<file path="src/rtl/burst_pkg.sv">
package burst_pkg;

    localparam int OFFS_W = 2;

    typedef logic [OFFS_W-1:0] offset_t;

    typedef enum logic {
        ORD_INTERLEAVED = 1'b0,
        ORD_LINEAR      = 1'b1
    } order_e;

endpackage

</file>
<file path="src/rtl/burst_beat_ctr.sv">
module burst_beat_ctr
    import burst_pkg::*;
(
    input  logic    clk,
    input  logic    rst_n,
    input  logic    load,
    input  logic    step,
    output offset_t beat
);

    offset_t beat_d, beat_q;

    always_comb begin
        beat_d = beat_q;
        if (load) begin
            beat_d = '0;
        end else if (step) begin
            beat_d = beat_q + offset_t'(1);
        end
    end

    always_ff @(posedge clk or negedge rst_n) begin
        if (!rst_n) begin
            beat_q <= '0;
        end else begin
            beat_q <= beat_d;
        end
    end

    assign beat = beat_q;

    // the fourth beat wraps to zero
    assert_beat_wrap_R7: assert property (@(posedge clk) disable iff (!rst_n)
        (!load && step && beat_q == 2'b11) |=> (beat_q == 2'b00));

    // a load clears the beat count
    assert_load_clears_R2: assert property (@(posedge clk) disable iff (!rst_n)
        load |=> (beat_q == 2'b00));

endmodule

</file>
<file path="src/rtl/burst_offset_map.sv">
module burst_offset_map
    import burst_pkg::*;
(
    input  offset_t start,
    input  offset_t beat,
    input  order_e  order,
    output offset_t offset
);

    always_comb begin
        unique case (order)
            ORD_LINEAR:      offset = start + beat;
            ORD_INTERLEAVED: offset = start ^ beat;
            default:         offset = start;
        endcase
    end

endmodule

</file>
<file path="src/rtl/burst_addr_gen.sv">
module burst_addr_gen
    import burst_pkg::*;
#(
    parameter int ADDR_W = 8
) (
    input  logic              clk,
    input  logic              rst_n,
    input  logic              strobe,
    input  logic              adv_n,
    input  logic              linear_mode,
    input  logic [ADDR_W-1:0] addr_in,
    output logic [ADDR_W-1:0] addr_out
);

    localparam int UPPER_W = ADDR_W - OFFS_W;

    typedef struct packed {
        logic [UPPER_W-1:0] upper;
        offset_t            start;
    } hold_t;

    hold_t   st_d, st_q;
    offset_t beat;
    offset_t offset;
    logic    step;

    assign step = !adv_n;

    always_comb begin
        st_d = st_q;
        if (strobe) begin
            st_d.upper = addr_in[ADDR_W-1:OFFS_W];
            st_d.start = addr_in[OFFS_W-1:0];
        end
    end

    always_ff @(posedge clk or negedge rst_n) begin
        if (!rst_n) begin
            st_q <= '0;
        end else begin
            st_q <= st_d;
        end
    end

    burst_beat_ctr i_beat (
        .clk   (clk),
        .rst_n (rst_n),
        .load  (strobe),
        .step  (step),
        .beat  (beat)
    );

    burst_offset_map i_map (
        .start  (st_q.start),
        .beat   (beat),
        .order  (order_e'(linear_mode)),
        .offset (offset)
    );

    assign addr_out = {st_q.upper, offset};

    // a strobe loads the whole address, advance or not
    assert_load_addr_R2: assert property (@(posedge clk) disable iff (!rst_n)
        strobe |=> (addr_out == $past(addr_in)));

    // no strobe and no advance holds the address
    assert_hold_R6: assert property (@(posedge clk) disable iff (!rst_n)
        (!strobe && adv_n) |=> $stable(addr_out));

    // upper bits stay fixed while no strobe is seen
    assert_upper_fixed_R8: assert property (@(posedge clk) disable iff (!rst_n)
        !strobe |=> (addr_out[ADDR_W-1:OFFS_W] == $past(addr_out[ADDR_W-1:OFFS_W])));

    // linear order steps the offset by one
    assert_linear_step_R5: assert property (@(posedge clk) disable iff (!rst_n)
        (!strobe && !adv_n && linear_mode)
        |=> (addr_out[OFFS_W-1:0] == $past(addr_out[OFFS_W-1:0]) + 2'd1));

    // interleaved order flips bit 0 on every step, bit 1 on every second
    assert_interleave_step_R4: assert property (@(posedge clk) disable iff (!rst_n)
        (!strobe && !adv_n && !linear_mode)
        |=> ((addr_out[OFFS_W-1:0] ^ $past(addr_out[OFFS_W-1:0])) inside {2'b01, 2'b11}));

endmodule

</file>
<file path="config.mk">
export PLATFORM = sky130hd
export DESIGN_NAME = burst_addr_gen
export DESIGN_NICKNAME = d
export VERILOG_FILES = /design/src/rtl/burst_pkg.sv /design/src/rtl/burst_beat_ctr.sv /design/src/rtl/burst_offset_map.sv /design/src/rtl/burst_addr_gen.sv
export SDC_FILE = /design/constraint.sdc
export NUM_CORES = 1
export LEC_CHECK = 0
export ABC_CLOCK_PERIOD_IN_PS = 1100
export BUFFER_PORTS_ARGS = -buffer_cell sky130_fd_sc_hd__buf_2
export CAP_MARGIN = 20
export CORE_AREA = 10 10 47 49
export CTS_BUF_LIST = sky130_fd_sc_hd__clkbuf_16
export DETAILED_ROUTE_END_ITERATION = 16
export DIE_AREA = 0 0 57 59
export PLACE_DENSITY = 0.65
export SYNTH_ARGS = -nofsm -noshare
export SYNTH_HDL_FRONTEND = slang
export SYNTH_HIERARCHICAL = 1
export SYNTH_SLANG_ARGS = --single-unit
</file>
<file path="constraint.sdc">
create_clock -name clk -period 1.1 [get_ports clk]
set_input_delay 0.055 -clock clk [delete_from_list [all_inputs] [get_ports clk]]
set_output_delay 0.055 -clock clk [all_outputs]
set_load 0.1 [all_outputs]
</file>
==> key figures, run 1 <==
Run status
  • Status: complete, but fails checks
  • Failing checks: setup timing

Routing
  • Drt pass-1 iters: 1
  • Via Count: 304
  • # DRC: 0
  • DRT antenna net count: 0
  • Wire per inst: 14.2 microns
  • Vias per cell: 4.34
  • DR iter-0 viols: 0
  • Final WL: just under 1000 microns

Setup path
  • Worst endpoint required time: about 1.0 ns
  • Critical path class: flop to output port
  • CP Max Fanout: 2
  • CP arrival: 1.26 ns
  • Reg2reg path depth: 3
  • Critical path capture point type: output port
  • Critical Path Start Type: flop
  • Reg-to-reg slack, setup: 0.17 ns

Cells and area
  • Proportion of layout cells with a drive suffix above 1: 70.4%
  • # diodes: 0
  • Fin nets: 70
  • Fin cells: 70
  • Synth-to-Final Area Change: 64.7%

STA
  • Final hold slack: 0.0563 ns
  • Max-slew violation count: 0
  • Setup Skew: approximately 0.0020 ns
  • Crit share post-route: 119%
  • Relative slew margins: 79.2%
  • Final setup fails: 2
  • RSZ-0062 raised after global routing: true
  • PnR worst setup slack: -0.214 ns
  • Fmax: roughly 760 MHz
  • Minimum clock period after layout: between 1 and 1.5 ns
  • Final Hold Fails: 0
  • Worst slew pin tran: 0.312 ns

Logic synthesis
  • Count of yosys warnings during synthesis: 6
  • Main combinational cell family by area after synthesis: multiplexers
  • Yosys top cell by area: dfrtp_1
  • Synth Register Bits: 10
  • Post-synthesis adder-cell area fraction: 2.49%
  • Synthesized area: about 500 sq um
  • Area share of the largest cell type after synthesis: 49.8%
  • Avg Inst Size Synth: between 10 and 15 sq um
  • Cell variety after synth: 13
  • XOR/XNOR Fraction of Synth Area: roughly 5.2%
  • Sequential element share of the synthesized area: between 40 and 50%
  • Post-Synth Simple-Gate Area: 2.99%
  • Complex-gate fraction of the synthesized area: 3.73%
  • Net Count, Synth: 49
  • Mux contribution to synthesized area: roughly a quarter
  • Syn Inst Count: 35
  • Largest cells by area after synthesis: dfrtp_1 (50%), mux2_4 (24%), buf_4 (9.0%)

Clock network
  • CTS clk-pin slew, worst paths: 0.04 ns
  • CTS tree: built
  • Worst-skew pair later-pin latency: 0.23 ns
  • CTS buffer count: 3
  • CTS sink cnt: 10
  • Root buf cell: clkbuf_16
  • Clk buf depth: 2
  • Max H-tree Level: 1

Pwr
  • Clock share of power: ~37%
  • Leak: between 0.4 and 0.5 nW
  • Maximum VDD drop: 1140 uV
  • Internal power: about 1.1 mW
  • Overall power: approximately 1.7 mW
  • Sw Ratio: 32.5%
  • Gate power share: 37.0%
  • Sequential Power Share: 26.6%
  • Net switching power figure: 0.543 mW
  • Power density over the cells: 2020 mW/mm^2

Place
  • Port bufs: 20
  • # placed instances: 65
  • DP HPWL: 800 microns
  • Place WS: -0.0671 ns
  • GPL Wtd Cong: 0.654

GRT
  • GRT Total Usage: 6.71%
  • GR Overflow Total: 0
  • Largest net degree at the start of global routing: 11
  • Wire length of the first global-routing pass: 1740 microns
  • Number of global-route vias before repair: 370
  • Initial antenna violation count: 0

Floorplan
  • Chip height: 59 microns
  • Core footprint: 0.00140 sq mm
  • Full die area: 0.00336 sq mm
  • Core Rows: 14
  • Initial core utilization: 35.9%
  • Die X: roughly 57 microns
  • Io pins: 21

Worst hold path
  • Hold path cells: 2
  • HP Class: input pin to flop

Job
  • Max cap viols: 0
[stage by stage]
stage                     setup TNS (ns)  cell area (sq um)  util (%)
after detailed placement         -0.0671                713      50.9
after global routing              -0.316                828      59.1
after floorplan                   -0.389                522         -
after global placement           -0.0354                713      50.9
after CTS                         -0.282                816      58.2
final                             -0.246                828      59.1
[kinds of logic (layout without fill, tap and decap cells)]
logic type | after synthesis | count (layout)
adders and majority gates | 1 | 1
DFF | 10 | 10
buffers and inverters | 8 | 27
AOI/OAI and AO/OA | 2 | 2
muxes | 8 | 8
and+or+nand+nor | 3 | 3
xor gates and xnor gates | 3 | 3
[final timing paths]
kind | from | end
setup / recovery | st_q[1] | addr_out[1]
hold / removal | addr_in[3] | addr_out[3]
setup reg to reg | i_beat/beat[1] | i_beat/beat[1]
hold reg to reg | addr_out[7] | addr_out[7]
max in group asynchronous | rst_n | addr_out[4]
min in group asynchronous | rst_n | st_q[1]
[final cells by class]
cell class              count  area, sq um
multi-input cells          17          234
inverters                   1         3.75
well taps                  16         20.0
flip-flops and latches     10          250
fillers                   134          573
repair buffers             23          245
clock buffers               3         75.1
[worst max-delay path: stages (launching register included)]
cell and delay, ns:
dfrtp_1 0.40, xor2_2 0.28, xnor2_4 0.16, buf_12 0.19
[per-layer routing]
layer | wire length [microns] | track usage, %
met5 | 0 | 0
met4 | 9 | 5.03
met3 | 59 | 2.58
met2 | 542 | 10.9
met1 | 381 | 6.93
[Yosys cell counts, drive strengths merged]
master,instances
xnor2,2
nand3b,1
mux2,8
xor2,1
dfrtp,10
ha,1
a21oi,1
a21bo,1
nor2,1
inv,1
nand2,1
buf,7
[timing repair]
action	4_1_cts	5_1_grt
gates resized for setup	2	1
hold buffers	1	0
setup buffers	1	0
pin swaps	2	3
endpoints found under the hold margin	10	0
endpoints found under the setup margin	2	2
[cells in the final DEF (no fill, tap or decap)]
master | synthesis | layout
ha_4 | 0 | 1
mux2_4 | 8 | 8
xnor2_4 | 0 | 1
inv_1 | 1 | 1
nand2_2 | 0 | 1
dlygate4sd3_1 | 0 | 1
buf_12 | 0 | 8
clkbuf_16 | 0 | 3
nand3b_1 | 1 | 1
a21oi_2 | 1 | 1
a21bo_1 | 1 | 1
buf_2 | 0 | 12
buf_4 | 6 | 2
dfrtp_1 | 10 | 10
nor2_1 | 1 | 1
xor2_2 | 0 | 1
xnor2_1 | 2 | 1
[registers in the layout, summed over array words and instances, names as in the netlist]
signal       cells
addr_out         6
i_beat/beat      2
st_q             2
[power by group through the flow]
stage          registers (mW)  logic, mW  clock network (mW)
4_1_cts                 0.441      0.617               0.627
5_1_grt                 0.451      0.637               0.661
6_report                0.445      0.618               0.610
3_3_place_gp            0.443      0.601                   0
3_5_place_dp            0.444      0.606                   0
2_1_floorplan           0.428      0.433                   0
Power figures use the tool's default switching activity.
==> run 2: changes to the inputs <==
--- a/config.mk
+++ b/config.mk
@@ -5,7 +5,7 @@
 export SDC_FILE = /design/constraint.sdc
 export NUM_CORES = 1
 export LEC_CHECK = 0
-export ABC_CLOCK_PERIOD_IN_PS = 1100
+export ABC_CLOCK_PERIOD_IN_PS = 1300
 export BUFFER_PORTS_ARGS = -buffer_cell sky130_fd_sc_hd__buf_2
 export CAP_MARGIN = 20
 export CORE_AREA = 10 10 47 49
==> constraint.sdc (replaced) <==
create_clock -name clk -period 1.3 [get_ports clk]
set_input_delay 0.065 -clock clk [delete_from_list [all_inputs] [get_ports clk]]
set_output_delay 0.065 -clock clk [all_outputs]
set_load 0.1 [all_outputs]
==> key figures, run 2 (synthesis gave the netlist of run 1 again) <==
Run status
  • Status: complete, but fails checks
  • Failing checks: setup timing

STA
  • Crit share post-route: 103%
  • Final Hold Fails: 0 (unchanged)
  • Relative slew margins: 67.3% (-12 points)
  • Setup Skew: 0.000172 ns (-0.00187 ns)
  • PnR worst setup slack: -0.0346 ns (+0.179 ns)
  • Max-slew violation count: 0 (unchanged)
  • RSZ-0062 raised after global routing: true
  • Final setup fails: 1 (-1)
  • Worst slew pin tran: 0.494 ns (+0.182 ns)
  • Fmax: 749 MHz
  • Minimum clock period after layout: between 1 and 1.5 ns

Routing
  • Wl on met1: 405 microns (+6.3%)
  • Vias per cell: 4.41 (+1.6%)
  • Final WL: 1010 microns (+2.0%)
  • DR iter-0 viols: 3 (+3)
  • Via Count: 309 (+1.6%)
  • DRT antenna net count: 0 (unchanged)
  • Met3 WL: 58 microns (-1.7%)
  • Met2 wire length: 549 microns (+1.3%)
  • Top Layer Used: met3
  • Wire per inst: 14.5 microns (+2.0%)
  • Drt pass-1 iters: 2 (+1)
  • # DRC: 0 (unchanged)

Clock network
  • CTS tree: built
  • Root buf cell: clkbuf_16
  • Clk buf depth: 2 (unchanged)
  • CTS buffer count: 3 (unchanged)
  • CTS clk-pin slew, worst paths: 0.04 ns (about the same)
  • Worst-skew pair later-pin latency: 0.23 ns (about the same)
  • CTS sink cnt: 10 (unchanged)
  • Max H-tree Level: 1 (unchanged)

Place
  • Place WS: 0.107 ns (+0.174 ns)
  • Port bufs: 20 (unchanged)
  • # placed instances: 64 (-1.5%)
  • GPL Wtd Cong: 0.597 (-8.8%)

Setup path
  • Reg-to-reg slack, setup: 0.39 ns (+0.22 ns)
  • Crit. path cell count: 3 (unchanged)
  • Critical path capture point type: output port
  • Worst R2R Start: i_beat/beat[1]
  • Critical path class: flop to output port
  • Critical Path Sink: addr_out[1]
  • Worst endpoint required time: 1.24 ns (+0.20 ns)
  • Crit-path max cell delay: 0.40 ns (about the same)
  • Reg2reg path depth: 3 (unchanged)
  • Worst path cell trace: xor2_2 > xnor2_4 > buf_12
  • Critical Path Start Type: flop
  • Bufs and invs on worst path: 1 (unchanged)
  • Critical Path Slowest Stage Cell: dfrtp_1
  • Critical R2R Capture: i_beat/beat[1]
  • Critical Path Source: st_q[1]
  • CP Max Fanout: 2 (unchanged)
  • Worst path top cell family by delay: XOR/XNOR gates
  • CP arrival: 1.27 ns (about the same)

Floorplan
  • Full die area: 0.00336 sq mm (unchanged)
  • Core Rows: 14 (unchanged)
  • Die X: 57 microns (unchanged)
  • Io pins: 21 (unchanged)
  • Chip height: 59 microns (unchanged)
  • Initial core utilization: 35.9% (unchanged)
  • Core footprint: 0.00140 sq mm (unchanged)

Cells and area
  • Commonest cells after routing, fill and taps aside: buf_2 (18), dfrtp_1 (10), mux2_4 (8)
  • Synth-to-Final Area Change: 44.8%
  • Most common cell after layout, fill and taps aside: buf_2
  • Fin nets: 70 (unchanged)
  • # diodes: 0 (unchanged)
  • Final core area utilization: 52.0% (-7.1 points)
  • Fillcell total: 133 (-0.75%)
  • Max FFs per register: 6 (unchanged)
  • Proportion of layout cells with a drive suffix above 1: 70.4% (unchanged)
  • Fin cells: 70 (unchanged)

GRT
  • Number of global-route vias before repair: 377 (+1.9%)
  • Largest net degree at the start of global routing: 11 (unchanged)
  • Initial antenna violation count: 0 (unchanged)
  • Wire length of the first global-routing pass: 1760 microns (+1.2%)
  • GRT Total Usage: 6.79% (+0.081 points)
  • GR Overflow Total: 0 (unchanged)

Pwr
  • Power density over the cells: 1840 mW/mm^2 (-8.6%)
  • Leak: 0.368 nW (-8.4%)
  • Maximum VDD drop: 913 uV (-20%)

Job
  • Max cap viols: 0 (unchanged)

Worst hold path
  • HP Class: input pin to flop
## run 2: cell counts in the layout (fill, tap and decap cells not counted)
No cell type changed its count.
## run 2: what timing repair did
item                                    CTS  global route
pin swaps                                 3             2
endpoints found under the setup margin    1             1
resized for setup                         3             0
hold buffers                              1             0
setup buffers                             2             0
hold endpoints to repair                 10             0
## run 2: power breakdown
| part | switching (mW) | total (mW) | leakage [nW] | internal (mW) |
|---|---|---|---|---|
| clock network | 0.124 | 0.521 | 0.0370 | 0.397 |
| registers | 0.0192 | 0.362 | 0.120 | 0.343 |
| logic | 0.308 | 0.460 | 0.211 | 0.152 |
## run 2: layout make-up
| cell class | instances | area [sq um] | share of cell area, % |
|---|---|---|---|
| Clock buffer | 3 | 75.1 | 10.3 |
| Inverter | 1 | 3.75 | 0.515 |
| Tap cell | 16 | 20.0 | 2.75 |
| Multi-Input combinational cell | 17 | 224 | 30.8 |
| Sequential cell | 10 | 250 | 34.4 |
| Timing Repair Buffer | 23 | 155 | 21.3 |
## run 2: worst reg2reg max path, cell delays in order (launching register included)
cell and delay [ns]:
dfrtp_1 0.39, buf_4 0.14, nand3b_1 0.16, a21oi_2 0.14
## run 2: worst min-delay path by stage
stage | slack [ns] | to | from | depth (start not counted)
2_1_floorplan | -0.23 | addr_out[2] | rst_n | 0
3_3_place_gp | -0.07 | addr_out[2] | rst_n | 1
3_5_place_dp | -0.06 | addr_out[4] | rst_n | 1
4_1_cts | 0.06 | addr_out[7] | addr_in[7] | 2
5_1_grt | 0.07 | addr_out[7] | addr_in[7] | 2
6_report | 0.06 | addr_out[6] | addr_in[6] | 2
## run 2: per-stage QoR
step / setup TNS [ns] / hold WS [ns] / instance area [sq um] / power [mW]
2_1_floorplan: -0.0119 / -0.231 / 522 / 0.729
3_3_place_gp: 0 / -0.0664 / 616 / 0.809
3_5_place_dp: 0 / -0.0629 / 616 / 0.812
4_1_cts: -0.0268 / 0.0590 / 728 / 1.36
5_1_grt: -0.0815 / 0.0659 / 728 / 1.39
6_report: -0.0346 / 0.0633 / 728 / 1.34
## run 2: layer usage
layer,global-route usage [%],vias to the layer above
met5,0,-
met4,5.03,0
met3,2.58,0
met2,11.3,11
met1,6.80,150
li1,-,148
